===== config.mk =====
export PLATFORM = sky130hd
export DESIGN_NAME = sst_ctrl
export DESIGN_NICKNAME = d
export VERILOG_FILES = /design/src/rtl/sst_pkg.sv /design/src/rtl/sst_edge_sync.sv /design/src/rtl/sst_counter.sv /design/src/rtl/sst_seq.sv /design/src/rtl/sst_ctrl.sv
export SDC_FILE = /design/constraint.sdc
export NUM_CORES = 1
export LEC_CHECK = 0
export CORE_MARGIN = 2
export CORE_UTILIZATION = 52
export DETAILED_ROUTE_END_ITERATION = 8
export GPL_ROUTABILITY_DRIVEN = 0
export PLACE_DENSITY_LB_ADDON = 0.25
export SYNTH_ARGS = -nofsm -noshare
export SYNTH_HDL_FRONTEND = slang
export SYNTH_SLANG_ARGS = --single-unit

===== constraint.sdc =====
create_clock -name clk -period 4.65 [get_ports clk]
set_clock_uncertainty 0.1 [all_clocks]
set_input_delay 0.6975 -clock clk [delete_from_list [all_inputs] [get_ports clk]]
set_output_delay 0.6975 -clock clk [all_outputs]
set_load 0.02 [all_outputs]

===== src/rtl/sst_pkg.sv =====
// Shared types for the sleep-aligned timer controller.
// Assumes: nothing beyond IEEE 1800-2017.
package sst_pkg;

    // Sequencer states of the timer controller.
    typedef enum logic [2:0] {
        ST_IDLE       = 3'd0,
        ST_RUN        = 3'd1,
        ST_STOP_PEND  = 3'd2,
        ST_START_PEND = 3'd3,
        ST_RELOAD     = 3'd4
    } sst_state_e;

endpackage


===== src/rtl/sst_edge_sync.sv =====
// Brings an asynchronous slow clock into the system domain through a flop
// chain and flags its rising edge for one system cycle.
// Assumes: the slow clock is far slower than clk, so no edge is missed.
module sst_edge_sync #(
    parameter int STAGES = 2
) (
    input  logic clk,
    input  logic rst_n,
    input  logic async_i,
    output logic rise_o
);

    logic [STAGES-1:0] sync_q;
    logic              prev_q;

    for (genvar gi = 0; gi < STAGES; gi++) begin : g_stage
        if (gi == 0) begin : g_first
            // First stage samples the asynchronous input.
            always_ff @(posedge clk) begin
                if (!rst_n) sync_q[0] <= 1'b0;
                else        sync_q[0] <= async_i;
            end
        end else begin : g_next
            // Later stages settle the previous stage.
            always_ff @(posedge clk) begin
                if (!rst_n) sync_q[gi] <= 1'b0;
                else        sync_q[gi] <= sync_q[gi-1];
            end
        end
    end

    // Remember the last synchronized sample for edge detection.
    always_ff @(posedge clk) begin
        if (!rst_n) prev_q <= 1'b0;
        else        prev_q <= sync_q[STAGES-1];
    end

    // Rising edge: synchronized sample is 1 and the previous one was 0.
    assign rise_o = sync_q[STAGES-1] & ~prev_q;

endmodule


===== src/rtl/sst_counter.sv =====
// Periodic timer with wrap counter. Counts 0..period-1 when enabled; each
// wrap advances the wrap counter modulo 2^OW. A load has priority.
// Assumes: a period of 0 gives the full 2^TW range through modular subtract.
module sst_counter #(
    parameter int TW = 16,
    parameter int OW = 20
) (
    input  logic          clk,
    input  logic          rst_n,
    input  logic          inc_i,
    input  logic          load_i,
    input  logic [TW-1:0] load_tval_i,
    input  logic [OW-1:0] load_ovf_i,
    input  logic [TW-1:0] period_i,
    output logic [TW-1:0] tval_o,
    output logic [OW-1:0] ovf_o
);

    logic [TW-1:0] tval_q;
    logic [OW-1:0] ovf_q;
    logic          wrap;

    // Last value of the period reached.
    assign wrap = (tval_q == period_i - TW'(1));

    // Load, count or hold the timer and wrap count.
    always_ff @(posedge clk) begin
        if (!rst_n) begin
            tval_q <= '0;
            ovf_q  <= '0;
        end else if (load_i) begin
            tval_q <= load_tval_i;
            ovf_q  <= load_ovf_i;
        end else if (inc_i) begin
            if (wrap) begin
                tval_q <= '0;
                ovf_q  <= ovf_q + OW'(1);
            end else begin
                tval_q <= tval_q + TW'(1);
            end
        end
    end

    assign tval_o = tval_q;
    assign ovf_o  = ovf_q;

endmodule


===== src/rtl/sst_seq.sv =====
// Start/stop sequencer: immediate or slow-edge-aligned start and stop,
// sleep count capture, reload request handshake and fixed reload delay.
// Assumes: acknowledge is a one-cycle pulse that carries its data.
module sst_seq
    import sst_pkg::*;
#(
    parameter int TW            = 16,
    parameter int OW            = 20,
    parameter int SW            = 24,
    parameter int RELOAD_CYCLES = 75
) (
    input  logic          clk,
    input  logic          rst_n,
    input  logic          run_i,
    input  logic          sync_i,
    input  logic          edge_i,
    input  logic [SW-1:0] sleep_cnt_i,
    input  logic          calc_ack_i,
    input  logic [TW-1:0] calc_tval_i,
    input  logic [OW-1:0] calc_ovf_i,
    output sst_state_e    state_o,
    output logic          inc_o,
    output logic          load_o,
    output logic [TW-1:0] load_tval_o,
    output logic [OW-1:0] load_ovf_o,
    output logic          calc_req_o,
    output logic [SW-1:0] cur_sleep_o,
    output logic [SW-1:0] stored_sleep_o
);

    localparam int            CW   = $clog2(RELOAD_CYCLES + 1);
    localparam logic [CW-1:0] RC_V = CW'(RELOAD_CYCLES);

    sst_state_e    state_q, nxt_state;
    logic [CW-1:0] wcnt_q;
    logic          req_q, got_q;
    logic [TW-1:0] hold_tval_q;
    logic [OW-1:0] hold_ovf_q;
    logic [SW-1:0] cur_sleep_q, stored_q;
    logic          ack_take, ready, capture, start, load;

    assign ack_take = calc_ack_i & req_q;
    assign ready    = got_q | ack_take;

    // Next state, count enable and one-cycle events.
    always_comb begin
        nxt_state = state_q;
        inc_o     = 1'b0;
        capture   = 1'b0;
        start     = 1'b0;
        load      = 1'b0;
        unique case (state_q)
            ST_IDLE: begin
                if (run_i) nxt_state = sync_i ? ST_START_PEND : ST_RUN;
            end
            ST_RUN: begin
                if (run_i) begin
                    inc_o = 1'b1;
                end else if (sync_i) begin
                    inc_o     = 1'b1;
                    nxt_state = ST_STOP_PEND;
                end else begin
                    nxt_state = ST_IDLE;
                end
            end
            ST_STOP_PEND: begin
                if (run_i) begin
                    inc_o     = 1'b1;
                    nxt_state = ST_RUN;
                end else if (edge_i) begin
                    capture   = 1'b1;
                    nxt_state = ST_IDLE;
                end else begin
                    inc_o = 1'b1;
                end
            end
            ST_START_PEND: begin
                if (!run_i) begin
                    nxt_state = ST_IDLE;
                end else if (edge_i) begin
                    start     = 1'b1;
                    nxt_state = ST_RELOAD;
                end
            end
            ST_RELOAD: begin
                if (wcnt_q >= RC_V && ready) begin
                    load      = 1'b1;
                    nxt_state = ST_RUN;
                end
            end
            default: nxt_state = ST_IDLE;
        endcase
    end

    // State register.
    always_ff @(posedge clk) begin
        if (!rst_n) state_q <= ST_IDLE;
        else        state_q <= nxt_state;
    end

    // Reload delay counter: 1 at the start edge, saturating at the limit.
    always_ff @(posedge clk) begin
        if (!rst_n)                                  wcnt_q <= '0;
        else if (start)                              wcnt_q <= CW'(1);
        else if (state_q == ST_RELOAD && wcnt_q < RC_V) wcnt_q <= wcnt_q + CW'(1);
    end

    // Request flag held from the start edge until acknowledged.
    always_ff @(posedge clk) begin
        if (!rst_n)        req_q <= 1'b0;
        else if (start)    req_q <= 1'b1;
        else if (ack_take) req_q <= 1'b0;
    end

    // Result-present flag, cleared when the result is loaded.
    always_ff @(posedge clk) begin
        if (!rst_n)        got_q <= 1'b0;
        else if (load)     got_q <= 1'b0;
        else if (ack_take) got_q <= 1'b1;
    end

    // Hold the returned values until the reload delay has elapsed.
    always_ff @(posedge clk) begin
        if (!rst_n) begin
            hold_tval_q <= '0;
            hold_ovf_q  <= '0;
        end else if (ack_take) begin
            hold_tval_q <= calc_tval_i;
            hold_ovf_q  <= calc_ovf_i;
        end
    end

    // Snapshot of the sleep count at the start edge.
    always_ff @(posedge clk) begin
        if (!rst_n)     cur_sleep_q <= '0;
        else if (start) cur_sleep_q <= sleep_cnt_i;
    end

    // Sleep count stored at a synchronous halt.
    always_ff @(posedge clk) begin
        if (!rst_n)       stored_q <= '0;
        else if (capture) stored_q <= sleep_cnt_i;
    end

    assign state_o        = state_q;
    assign load_o         = load;
    assign load_tval_o    = got_q ? hold_tval_q : calc_tval_i;
    assign load_ovf_o     = got_q ? hold_ovf_q  : calc_ovf_i;
    assign calc_req_o     = req_q;
    assign cur_sleep_o    = cur_sleep_q;
    assign stored_sleep_o = stored_q;

endmodule


===== src/rtl/sst_ctrl.sv =====
// Top of the sleep-aligned timer controller: slow-clock edge detector,
// start/stop sequencer and periodic counter.
// Assumes: clk is the fast system clock; slow_clk_i is asynchronous to it.
module sst_ctrl
    import sst_pkg::*;
#(
    parameter int TVAL_W        = 16,
    parameter int OVF_W         = 20,
    parameter int SLEEP_W       = 24,
    parameter int RELOAD_CYCLES = 75,
    parameter int SYNC_STAGES   = 2
) (
    input  logic               clk,
    input  logic               rst_n,
    input  logic               run_i,
    input  logic               sync_i,
    input  logic [TVAL_W-1:0]  period_i,
    input  logic               slow_clk_i,
    input  logic [SLEEP_W-1:0] sleep_cnt_i,
    output logic               calc_req_o,
    output logic [SLEEP_W-1:0] calc_cur_sleep_o,
    output logic [SLEEP_W-1:0] calc_stored_sleep_o,
    output logic [TVAL_W-1:0]  calc_cur_tval_o,
    output logic [OVF_W-1:0]   calc_cur_ovf_o,
    input  logic               calc_ack_i,
    input  logic [TVAL_W-1:0]  calc_tval_i,
    input  logic [OVF_W-1:0]   calc_ovf_i,
    output logic [TVAL_W-1:0]  tval_o,
    output logic [OVF_W-1:0]   ovf_o,
    output logic               running_o
);

    sst_state_e        state;
    logic              slow_rise;
    logic              inc, load;
    logic [TVAL_W-1:0] load_tval, tval;
    logic [OVF_W-1:0]  load_ovf, ovf;

    sst_edge_sync #(.STAGES(SYNC_STAGES)) u_sync (
        .clk     (clk),
        .rst_n   (rst_n),
        .async_i (slow_clk_i),
        .rise_o  (slow_rise)
    );

    sst_seq #(
        .TW(TVAL_W), .OW(OVF_W), .SW(SLEEP_W), .RELOAD_CYCLES(RELOAD_CYCLES)
    ) u_seq (
        .clk            (clk),
        .rst_n          (rst_n),
        .run_i          (run_i),
        .sync_i         (sync_i),
        .edge_i         (slow_rise),
        .sleep_cnt_i    (sleep_cnt_i),
        .calc_ack_i     (calc_ack_i),
        .calc_tval_i    (calc_tval_i),
        .calc_ovf_i     (calc_ovf_i),
        .state_o        (state),
        .inc_o          (inc),
        .load_o         (load),
        .load_tval_o    (load_tval),
        .load_ovf_o     (load_ovf),
        .calc_req_o     (calc_req_o),
        .cur_sleep_o    (calc_cur_sleep_o),
        .stored_sleep_o (calc_stored_sleep_o)
    );

    sst_counter #(.TW(TVAL_W), .OW(OVF_W)) u_cnt (
        .clk         (clk),
        .rst_n       (rst_n),
        .inc_i       (inc),
        .load_i      (load),
        .load_tval_i (load_tval),
        .load_ovf_i  (load_ovf),
        .period_i    (period_i),
        .tval_o      (tval),
        .ovf_o       (ovf)
    );

    assign tval_o          = tval;
    assign ovf_o           = ovf;
    assign calc_cur_tval_o = tval;
    assign calc_cur_ovf_o  = ovf;
    assign running_o       = (state == ST_RUN) || (state == ST_STOP_PEND);

endmodule


* After elaboration in Yosys (flattened, before gate mapping)
Cells that the tools add are included.
** Storage, ports and cells
- Output and inout bits :: 122
- Word-level logic and storage cells :: 81
- Bits in registers :: 135
** Cells by class
- Mux-type cells :: 34
- Reduce and logical (&&, ||, !) cells :: 12
- Bitwise gates (word level) :: 5
- Equal/unequal tests :: 10
- Add/subtract/negate cells :: 4
- Order comparisons :: 2
** Operators with widths (count)
- 2-to-1 mux 20 bit :: 4
- 2-to-1 mux 16 bit :: 4
- 2-to-1 mux 3 bit :: 7
- adder 20 x 1 -> 20 bit, second input constant :: 1
- adder 16 x 1 -> 16 bit, second input constant :: 1
- == test 16 bit :: 1
- subtractor 16 x 1 -> 16 bit, second input constant :: 1
- 2-to-1 mux 1 bit :: 15
- one-hot mux 3 bit (5 select lines) :: 1
- nonzero test 2 bit :: 4
- adder 7 x 1 -> 7 bit, second input constant :: 1
- greater-or-equal comparator 7 bit, second input constant :: 1
- < comparator 7 bit, second input constant :: 1
- == test 3 x 2 -> 1 bit, second input constant :: 2
- inequality test 3 bit, second input constant :: 2
- AND reduction 5 bit :: 1
- 2-to-1 mux 2 bit :: 2
- inequality test 2 bit, second input constant :: 2
- OR reduction 2 bit :: 2
- == test 3 x 1 -> 1 bit, second input constant :: 1
- == test 3 bit, second input constant :: 1
- zero test 3 bit :: 1
- bitwise AND 1 bit :: 2
- logical AND 1 bit :: 2
- 6 further kinds :: 7

* Depth between registers and ports, before layout
Gate-level depths: netlist of the first run.
- Depth in word-level cells :: 7
- Depth in mapped cells :: 11

* Cells and area by module
Synthesis of the first run repeated with hierarchy kept, for this count alone.
** Unflattened totals
- Cell total of the unflattened synthesis :: 891
- Area total of the unflattened synthesis :: 7412.1 µm²
** Modules (own cells, without submodules)
- sst_seq :: instances 1, area an instance 4181.5 µm², seq. area each 1921.8 µm², cells each 481
- sst_counter :: instances 1, area an instance 2855.2 µm², seq. area each 720.7 µm², cells each 365
- sst_ctrl :: instances 1, area an instance 282.8 µm², seq. area each 0.0 µm², cells each 38
- sst_edge_sync :: instances 1, area an instance 92.6 µm², seq. area each 60.1 µm², cells each 7

* Least setup slack after synthesis of the first run
OpenSTA, ideal clock, no wires.
- Path kind :: input -> register
- Start :: input period_i[0]
- End :: register u_cnt.ovf_q[13] (netlist: u_cnt.ovf_o[13])
- Cell stages on the path :: 11
- Data required time :: 4.423 ns
- Library setup time :: 0.127 ns
- Setup slack :: 1.498 ns
- Arrival time :: 2.924 ns
- Buffers on the path :: 2
- Cell sequence :: inv_1 > ha_1 > nor4b_4 > nand3_2 > mux2_1 > o211a_1 > nor4bb_1 > buf_2 > buf_6 > a31oi_1 > or3b_1
** On the way
- Cells in the longest elaborated chain, start to end :: 4
** RTL lines
- start, declared :: RTL line sst_ctrl.sv:17 : input logic [TVAL_W-1:0] period_i,
- subtractor 16 x 1 -> 16 bit :: RTL line sst_counter.sv:24 : assign wrap = (tval_q == period_i - TW'(1));
- == test 16 bit :: RTL line sst_counter.sv:24
- nonzero test 2 bit (no line)
- AND reduction 2 bit (no line)
- end signal, assigned :: RTL line sst_counter.sv:33 : ovf_q <= load_ovf_i;
- end signal, assigned :: RTL line sst_counter.sv:37 : ovf_q <= ovf_q + OW'(1);
- end, declared :: RTL line sst_counter.sv:20 : logic [OW-1:0] ovf_q;
No other way between the ends.
A chain may end at the register's enable or synchronous reset.

* Final worst setup path of the first run
- Start :: input period_i[0]
- End :: register u_cnt.tval_q[12] (netlist: u_cnt.tval_o[12])
** On the way
- Cells in the longest elaborated chain, start to end :: 5
** RTL lines
- subtractor 16 x 1 -> 16 bit :: RTL line sst_counter.sv:24
- == test 16 bit :: RTL line sst_counter.sv:24
- 2-to-1 mux 16 bit :: RTL line sst_counter.sv:35 : if (wrap) begin
- 2-to-1 mux 16 bit :: RTL line sst_counter.sv:34 : end else if (inc_i) begin
- 2-to-1 mux 16 bit :: RTL line sst_counter.sv:31 : end else if (load_i) begin
- end signal, assigned :: RTL line sst_counter.sv:32 : tval_q <= load_tval_i;
- end signal, assigned :: RTL line sst_counter.sv:39 : tval_q <= tval_q + TW'(1);
- end, declared :: RTL line sst_counter.sv:19 : logic [TW-1:0] tval_q;
No other way between the ends. The select of a mux whose other input is x is not followed.

==> results of run 1 <==
==> area by class of cell <==
class,count,area [sq um]
flip-flops and latches,135,2704
multi-input cells,679,4020
inverters,8,31.28
clock inverters,12,198.9
fillers,1116,4003
repair buffers,218,2145
well taps,180,225.2
clock buffers,20,446.7
==> cell usage after synthesis (3+ instances only) <==
cell type | instances | area share, %
a211o_1 | 6 | 0.72
a211oi_1 | 13 | 1.3
a21o_1 | 3 | 0.31
a21oi_1 | 102 | 7.0
a311o_1 | 12 | 1.6
a311oi_1 | 11 | 1.3
a31o_2 | 3 | 0.36
a31oi_1 | 8 | 0.69
and2_1 | 9 | 0.77
and3_1 | 14 | 1.2
and4_1 | 10 | 1.2
buf_1 | 5 | 0.26
buf_2 | 4 | 0.27
buf_4 | 39 | 4.0
buf_6 | 5 | 0.77
clkbuf_1 | 46 | 2.4
dfxtp_1 | 135 | 37
ha_1 | 4 | 0.69
inv_1 | 8 | 0.41
mux2_2 | 13 | 2.0
mux2i_1 | 19 | 2.6
nand2_1 | 223 | 11
nand3_1 | 22 | 1.5
nand3b_1 | 8 | 0.82
nand4_1 | 22 | 1.9
nor2_1 | 36 | 1.9
nor2b_1 | 9 | 0.77
nor3_1 | 13 | 0.89
nor3b_1 | 7 | 0.72
nor4_1 | 8 | 0.69
o2111a_1 | 5 | 0.77
o211a_1 | 3 | 0.41
o21a_1 | 3 | 0.31
o21ai_0 | 8 | 0.55
o311ai_0 | 5 | 0.60
o31ai_1 | 7 | 0.72
or2_2 | 3 | 0.26
or3b_1 | 3 | 0.36
or4_1 | 5 | 0.52
xnor2_1 | 12 | 1.4
xor2_1 | 21 | 2.5
==> state kept, by name, indices dropped and copies added, names as in the netlist <==
register              flops
u_cnt.ovf_o              20
u_cnt.tval_o             16
u_seq.calc_req_o          1
u_seq.cur_sleep_o        24
u_seq.got_q               1
u_seq.hold_ovf_q         20
u_seq.hold_tval_q        16
u_seq.state_o             3
u_seq.stored_sleep_o     24
u_seq.wcnt_q              7
u_sync.prev_q             1
u_sync.sync_q             2
==> kinds of logic after synthesis <==
group / count (synthesis) / synth area share, %
fa+ha+maj: 4 / 0.6870
mux: 33 / 4.774
buf+inv: 107 / 8.106
compound gates: 202 / 18.34
xor+xnor: 33 / 3.967
flops: 135 / 37.09
simple gates: 407 / 27.03
==> through the flow <==
stage / setup slack [ns] / power [mW] / std cells / instance area, sq um
finish: 0.9489 / 2.861 / 1252 / 9771
global route: 0.8152 / 2.942 / 1252 / 9771
CTS: 1.013 / 2.871 / 1252 / 9771
detailed placement: 0.5869 / 1.409 / 1220 / 9125
global placement: 0.6703 / 1.407 / 1220 / 9125
floorplan: 1.498 / 1.290 / 921 / 7286
==> power by group <==
group          internal, mW  leakage, nW  switching [mW]
logic                 0.108         1.91           0.108
registers              1.16         1.09         0.00920
clock network         0.966        0.314           0.507
==> metal layers <==
| metal | vias to the layer above | share of wire [%] |
|---|---|---|
| met4 | 2 | 2.0 |
| met3 | 33 | 9.4 |
| met5 | - | 0.064 |
| li1 | 3516 | - |
| met2 | 320 | 47 |
| met1 | 3418 | 41 |
==> how the worst max path moves through the flow <==
stage | cells after the start | slack (ns) | endpoint
after floorplan | 11 | 1.50 | u_cnt.ovf_o[13]$_SDFFE_PN0P_
after global placement | 12 | 0.67 | u_cnt.tval_o[7]$_SDFFE_PN0P_
after detailed placement | 11 | 0.59 | u_cnt.ovf_o[9]$_SDFFE_PN0P_
after CTS | 11 | 1.01 | u_cnt.tval_o[12]$_SDFFE_PN0P_
after global routing | 11 | 0.82 | u_cnt.tval_o[12]$_SDFFE_PN0P_
final | 11 | 0.95 | u_cnt.tval_o[12]$_SDFFE_PN0P_
==> layout by cell type, fill, tap and decap left out, types with 11 or more instances in the layout <==
cell             instances
a211oi_1                13
a21oi_1                102
a311o_1                 12
a311oi_1                11
and3_1                  14
buf_4                   15
clkbuf_16               17
clkdlybuf4s50_1        203
dfxtp_1                134
mux2_2                  13
mux2i_1                 19
nand2_1                223
nand3_1                 22
nand4_1                 22
nor2_1                  36
nor3_1                  13
xnor2_1                 12
xor2_1                  21
==> worst max-delay path: stages <==
cell and delay, ns:
clkdlybuf4s50_1 0.49, inv_1 0.09, ha_1 0.25, nor4b_4 0.39, nand3_2 0.16, mux2_1 0.35, o211a_1 0.25, nor4bb_4 0.28
buf_4 0.37, and3_1 0.42, o31ai_1 0.15
==> impl_metrics.py, run 1 <==
metrics = {
    "outcome": {
        "status": "finished, final reports clean",
    },
    "routing": {
        "wl_per_cell_um": 16.35,
        "drt_iter0_markers": 605,
        "drc_errors": 0,
        "via_per_inst": 5.822,
        "vias": 7289,
        "drtPass1Iterations": 6,
        "ant_nets": 0,
        "drt-total-wl_mm": 20.47,
    },
    "clock_network": {
        "h-tree-depth": 4,
        "postCtsSetupBuffers": 0,
        "cts.repair.resized": 0,
        "cts_buffers": 17,
        "cts.sinks": 135,
        "insertion_delay_ns": 0.42,
        "cts_tree": "done",
        "root_buffer": "clkbuf_16",
        "clk_pin_slew_ns": 0.06,
        "holdBufCountCts": 0,
        "clockBufferDepth": 2,
    },
    "floorplanning": {
        "die_h_um": 122.4,
        "core_sq_mm": 0.01377,
        "fp.dieArea_sq_mm": 0.01497,
        "initial_core_util_pct": 52.90,
        "die_x_um": 122.4,
        "rows": 43,
        "io_pins": 204,
    },
    "yosys": {
        "ys_types": 65,
        "synth_cells": 921,
        "yosys_warnings": 0,
        "syn-num-nets": 1007,
        "yosysSeqAreaShare_pct": 37.09,
        "async_reset_ff_share_pct": 0,
        "ys_ff_latch": 135,
        "syn_area_per_cell_sq_um": 7.911,
        "synth-edff-count": 0,
        "synth.cell_area_sq_mm": 0.007286,
        "synthFlopType": "dfxtp_1",
    },
    "sta": {
        "fin_crit_sh_pct": 79.59,
        "period_minus_slack_ns": 3.701,
        "hold_violations": 0,
        "setup_tns_ns": 0,
        "setup_violations": 0,
        "drv_slew": 0,
        "worst_pin_slew_ns": 0.8837,
        "fmax_ghz": 0.2702,
        "rsz0062_at_grt": "false",
        "holdWs_ns": 0.3340,
        "relSlewSlack_pct": 41.08,
    },
    "worst_setup_path": {
        "cp-start-kind": "primary input",
        "rr_endpoint": "u_cnt.tval_o[12]$_SDFFE_PN0P_",
        "cp_data_required_time_ns": 4.84,
        "cp_max_fo": 36,
        "worstPathArrival_ns": 3.89,
        "ff2ff_setup_slack_ns": 1.74,
        "crit_start": "period_i[0]",
        "ff2ff_path_depth": 8,
        "end_kind": "flop",
        "crit_type": "in -> reg",
        "r2r_start": "u_cnt.tval_o[15]$_SDFFE_PN0P_",
    },
    "flow_run": {
        "cap_violations": 0,
    },
    "global_routing": {
        "antenna_found_initial": 1,
        "grtUsageMet2_pct": 44.17,
        "grt_max_degree": 63,
        "grt_pass1_wl_mm": 33.09,
        "busiest_layer": "met2",
        "use_met3_pct": 9.898,
        "grtUsageTotal_pct": 27.67,
        "grt_pass1_vias": 6720,
        "overflow": 0,
        "grt_util_met1_pct": 34.77,
    },
    "min_path": {
        "min_path_cells": 1,
        "hp-start": "u_sync.sync_q[0]$_SDFF_PN0_",
        "min_to": "u_sync.sync_q[1]$_SDFF_PN0_",
        "min_path_type": "reg -> reg",
    },
    "pwr": {
        "ir_worst_vdd_mv": 0.3466,
        "p_per_area_mw_per_mm2": 292.8,
        "power_leakage_nw": 3.312,
    },
    "finish": {
        "layout-drive-gt1-share_pct": 7.183,
        "post-route-util_pct": 70.94,
        "diodes": 0,
        "area_delta_synth_final_pct": 34.11,
        "fin_nets": 1145,
    },
    "placed_design": {
        "dp_hpwl_mm": 13.82,
        "io_buffers": 203,
    },
}
(Power assumes the default switching activity.)
==> run 2: changes to the inputs <==
--- a/config.mk
+++ b/config.mk
@@ -6,7 +6,7 @@
 export NUM_CORES = 1
 export LEC_CHECK = 0
 export CORE_MARGIN = 2
-export CORE_UTILIZATION = 52
+export CORE_UTILIZATION = 49
 export DETAILED_ROUTE_END_ITERATION = 8
 export GPL_ROUTABILITY_DRIVEN = 0
 export PLACE_DENSITY_LB_ADDON = 0.25
==> constraint.sdc (replaced) <==
create_clock -name clk -period 3.7 [get_ports clk]
set_clock_uncertainty 0.1 [all_clocks]
set_input_delay 0.555 -clock clk [delete_from_list [all_inputs] [get_ports clk]]
set_output_delay 0.555 -clock clk [all_outputs]
set_load 0.02 [all_outputs]
==> impl_metrics.py, run 2 (synthesis gave the netlist of run 1 again) <==
metrics = {
    "routing": {
        "drt-total-wl_mm": 20.47,
        "drt_iter0_markers": 555,
        "vias": 7301,
        "drtPass1Iterations": 4,
        "wl_per_cell_um": 16.13,
        "drc_errors": 0,
        "ant_nets": 0,
        "via_per_inst": 5.753,
    },
    "sta": {
        "hold_violations": 0,
        "holdWs_ns": 0.3454,
        "setup_violations": 0,
        "fin_crit_sh_pct": 88.92,
        "fmax_ghz": 0.3039,
        "rsz0062_at_grt": "false",
        "relSlewSlack_pct": 39.87,
        "period_minus_slack_ns": 3.290,
        "drv_slew": 0,
        "worst_pin_slew_ns": 0.9020,
    },
    "finish": {
        "layout-drive-gt1-share_pct": 8.387,
        "fin_nets": 1159,
        "final_cells": 1269,
        "final_cell_mix": "223 x nand2_1, 203 x clkdlybuf4s50_1, 134 x dfxtp_1",
        "diodes": 0,
        "fill_cells": 1237,
        "area_delta_synth_final_pct": 35.29,
        "final_common_cell": "nand2_1",
    },
    "worst_setup_path": {
        "end_kind": "flop",
        "cp_max_fo": 31,
        "ff2ff_setup_slack_ns": 0.94,
        "slowest_delay_ns": 0.44,
        "slowest_stage": "clkdlybuf4s50_1",
        "crit_type": "in -> reg",
        "worstPathArrival_ns": 3.48,
        "cp-start-kind": "primary input",
        "path_cells": "clkdlybuf4s50_1, inv_1, ha_1, nor4b_4, nand3_2, mux2_1, o211a_1, nor4bb_4, buf_12, a311oi_1, or3b_1",
        "cp_data_required_time_ns": 3.89,
    },
    "placed_design": {
        "dp_hpwl_mm": 14.38,
        "io_buffers": 203,
        "dpl.cell_count": 1238,
    },
    "global_routing": {
        "busiest_layer": "met2",
        "grt_pass1_vias": 6840,
        "use_met3_pct": 8.454,
        "grt_max_degree": 51,
        "grt_util_met1_pct": 32.35,
        "antenna_found_initial": 0,
        "grtUsageMet2_pct": 40.89,
        "grt_pass1_wl_mm": 33.60,
        "overflow": 0,
        "grtUsageTotal_pct": 25.56,
    },
    "clock_network": {
        "root_buffer": "clkbuf_16",
        "cts.repair.resized": 0,
        "cts_buffers": 17,
        "insertion_delay_ns": 0.42,
        "clk_pin_slew_ns": 0.06,
        "h-tree-depth": 4,
        "cts_tree": "done",
        "cts.sinks": 135,
        "holdBufCountCts": 0,
        "clockBufferDepth": 2,
        "postCtsSetupBuffers": 0,
    },
    "pwr": {
        "ir_worst_vdd_mv": 0.3599,
        "p_per_area_mw_per_mm2": 351.5,
        "power_leakage_nw": 3.347,
    },
    "floorplanning": {
        "initial_core_util_pct": 50.13,
        "fp.dieArea_sq_mm": 0.01586,
        "io_pins": 204,
        "die_h_um": 125.9,
        "die_x_um": 125.9,
        "rows": 44,
        "core_sq_mm": 0.01453,
    },
    "flow_run": {
        "cap_violations": 0,
    },
    "min_path": {
        "min_path_type": "reg -> reg",
    },
    "outcome": {
        "status": "finished, final reports clean",
    },
}
==> run 2: metrics by stage <==
step,TNS (ns),util (%),setup WS [ns],instance area [sq um],power [mW]
floorplan,0,-,0.6908,7286,1.621
global placement,0,63.71,0.09971,9260,1.779
detailed placement,-0.0004508,63.71,-0.0004508,9260,1.781
CTS,0,67.82,0.4433,9857,3.484
global route,0,67.82,0.2855,9857,3.571
finish,0,67.82,0.4099,9857,3.465
==> run 2: worst paths after layout <==
path              cells after the start                           from                      endpoint
hold reg to reg                       1    u_sync.sync_q[0]$_SDFF_PN0_   u_sync.sync_q[1]$_SDFF_PN0_
setup / recovery                     11                    period_i[1]  u_cnt.ovf_o[11]$_SDFFE_PN0P_
setup reg to reg                      8  u_cnt.tval_o[14]$_SDFFE_PN0P_  u_cnt.ovf_o[11]$_SDFFE_PN0P_
hold / removal                        1    u_sync.sync_q[0]$_SDFF_PN0_   u_sync.sync_q[1]$_SDFF_PN0_
==> run 2: final cells by class <==
class / count / area [sq um] / share of cell area [%]
multi-input cells: 679 / 4020 / 40.78
flip-flops and latches: 135 / 2704 / 27.43
repair buffers: 232 / 2275 / 23.08
clock buffers: 19 / 442.9 / 4.494
well taps: 184 / 230.2 / 2.336
clock inverters: 12 / 153.9 / 1.561
inverters: 8 / 31.28 / 0.3173
==> run 2: metal layers <==
| layer | vias up | part of all wire (%) | wire (um) |
|---|---|---|---|
| met3 | 35 | 8.8 | 1807 |
| li1 | 3528 | - | - |
| met4 | 0 | 2.2 | 447 |
| met5 | - | 0 | 0 |
| met2 | 283 | 47 | 9632 |
| met1 | 3455 | 42 | 8583 |
==> run 2: power breakdown <==
group	internal (mW)	leakage [nW]	switching, mW	total, mW
clock	1.07	0.273	0.641	1.71
sequential	1.46	1.09	0.0113	1.47
combinational	0.142	1.99	0.138	0.280
total	2.67	3.35	0.790	3.46
==> run 2: worst max-delay path, delay by kind of cell <==
family,cells,cell delay [ns]
AOI/OAI and AO/OA,2,0.35
muxes,1,0.33
buffers and inverters,3,0.74
adders and majority gates,1,0.18
and+or+nand+nor,4,1.30
==> run 3: changes to the inputs <==
--- a/config.mk
+++ b/config.mk
@@ -5,11 +5,14 @@
 export SDC_FILE = /design/constraint.sdc
 export NUM_CORES = 1
 export LEC_CHECK = 0
+export CELL_PAD_IN_SITES_DETAIL_PLACEMENT = 0
+export CELL_PAD_IN_SITES_GLOBAL_PLACEMENT = 2
 export CORE_MARGIN = 2
-export CORE_UTILIZATION = 49
+export CORE_UTILIZATION = 27
 export DETAILED_ROUTE_END_ITERATION = 8
 export GPL_ROUTABILITY_DRIVEN = 0
 export PLACE_DENSITY_LB_ADDON = 0.25
+export SLEW_MARGIN = 30
 export SYNTH_ARGS = -nofsm -noshare
 export SYNTH_HDL_FRONTEND = slang
 export SYNTH_SLANG_ARGS = --single-unit
==> impl_metrics.py, run 3 (synthesis gave the netlist of run 1 again) <==
metrics = {
    "clock_network": {
        "cts.repair.resized": 0,
        "holdBufCountCts": 0,
        "cts_buffers": 17,
        "clk_pin_slew_ns": 0.07,
        "insertion_delay_ns": 0.41,
        "postCtsSetupBuffers": 0,
        "root_buffer": "clkbuf_16",
        "clockBufferDepth": 2,
        "cts.sinks": 135,
        "cts_tree": "done",
        "h-tree-depth": 4,
    },
    "flow_run": {
        "cap_violations": 0,
    },
    "floorplanning": {
        "fp.dieArea_sq_mm": 0.02831,
        "rows": 60,
        "die_x_um": 168.3,
        "die_h_um": 168.3,
        "initial_core_util_pct": 27.26,
        "core_sq_mm": 0.02673,
        "io_pins": 204,
    },
    "finish": {
        "fin_nets": 1164,
        "regArea_sq_mm": 0.002704,
        "layout-drive-gt1-share_pct": 8.991,
        "multi_input_area_sq_mm": 0.004023,
        "final_cell_mix": "223 x nand2_1, 203 x clkdlybuf4s50_1, 134 x dfxtp_1",
        "fill_cells": 2800,
        "final_common_cell": "nand2_1",
        "area_delta_synth_final_pct": 39.14,
    },
    "sta": {
        "hold_violations": 0,
        "relSlewSlack_pct": 35.70,
        "setup_tns_ns": 0,
        "fin_crit_sh_pct": 86.18,
        "worst_pin_slew_ns": 0.9646,
        "rsz0062_at_grt": "false",
        "holdWs_ns": 0.3381,
        "setup_violations": 0,
        "fmax_ghz": 0.3136,
        "period_minus_slack_ns": 3.189,
        "drv_slew": 0,
    },
    "worst_setup_path": {
        "cpLargestDelayFamily": "simple AND/OR/NAND/NOR gates",
        "cp-start-kind": "primary input",
        "crit_type": "in -> reg",
        "path_cells": "clkdlybuf4s50_1, inv_1, ha_1, nor4b_4, nand3_2, mux2_1, o211a_1, nor4bb_4, buf_12, a311oi_1, or3b_1",
        "worstPathArrival_ns": 3.39,
        "end_kind": "flop",
        "cp_data_required_time_ns": 3.90,
        "cp_max_fo": 32,
        "ff2ff_setup_slack_ns": 0.95,
        "cp_num_buf_inv": 3,
        "slowest_stage": "clkdlybuf4s50_1",
        "slowest_delay_ns": 0.45,
    },
    "routing": {
        "vias": 7050,
        "drtPass1Iterations": 4,
        "wl_per_cell_um": 16.61,
        "drt-total-wl_mm": 23.78,
        "ant_nets": 0,
        "drc_errors": 0,
        "via_per_inst": 4.923,
        "drt_iter0_markers": 349,
    },
    "pwr": {
        "power_leakage_nw": 3.409,
        "ir_worst_vdd_mv": 0.2666,
        "p_per_area_mw_per_mm2": 355.8,
        "p_total_mw": 3.607,
    },
    "global_routing": {
        "overflow": 0,
        "grt_pass1_vias": 6806,
        "grt_pass1_wl_mm": 37.72,
        "grt_max_degree": 71,
        "grtUsageTotal_pct": 16.73,
        "antenna_found_initial": 2,
    },
    "min_path": {
        "min_path_type": "reg -> reg",
    },
    "outcome": {
        "status": "finished, final reports clean",
    },
    "placed_design": {
        "io_buffers": 203,
        "dp_hpwl_mm": 16.67,
    },
}
==> run 3: path summary, 6_finish.rpt <==
check | startpoint | to | depth (start not counted)
setup / recovery | period_i[0] | u_cnt.ovf_o[11]$_SDFFE_PN0P_ | 11
setup reg to reg | u_cnt.tval_o[14]$_SDFFE_PN0P_ | u_cnt.ovf_o[11]$_SDFFE_PN0P_ | 8
hold reg to reg | u_sync.sync_q[0]$_SDFF_PN0_ | u_sync.sync_q[1]$_SDFF_PN0_ | 1
hold / removal | u_sync.sync_q[0]$_SDFF_PN0_ | u_sync.sync_q[1]$_SDFF_PN0_ | 1
==> run 3: layer usage <==
layer	vias to the layer above	global-route usage, %	routed length, um
li1	3553	-	-
met1	3295	21.50	11060
met2	187	27.00	10720
met3	13	5.924	1808
met4	2	3.711	182
met5	-	0	13
==> run 3: area by class of cell <==
class	count	area share, %
Inverter	8	0.3086
Clock inverter	11	1.691
Tap cell	341	4.209
Antenna cell	1	0.02469
Timing Repair Buffer	237	22.81
Clock buffer	20	4.604
Sequential cell	135	26.67
Multi-Input combinational cell	679	39.68
==> run 3: power by group <==
part	internal [mW]	switching [mW]	leakage [nW]	total, mW
Combinational	0.143	0.142	2.01	0.285
Sequential	1.46	0.0119	1.09	1.47
Clock	1.18	0.669	0.308	1.85
==> run 3: worst register-to-register path, stage by stage (launching register included) <==
cell      delay [ns]
dfxtp_1         0.54
xor2_1          0.34
nand3b_1        0.10
or3_1           0.31
o211a_1         0.17
nor4bb_4        0.34
buf_12          0.22
a311oi_1        0.13
or3b_1          0.38
==> run 3: through the flow <==
step	instances	setup slack (ns)	util [%]	cell area [sq um]
2_1_floorplan	921	0.6908	-	7286
3_3_place_gp	1400	0.1205	35.53	9497
3_5_place_dp	1400	0.09133	35.53	9497
4_1_cts	1431	0.5010	37.92	10130
5_1_grt	1431	0.3448	37.92	10130
6_report	1432	0.5114	37.93	10140
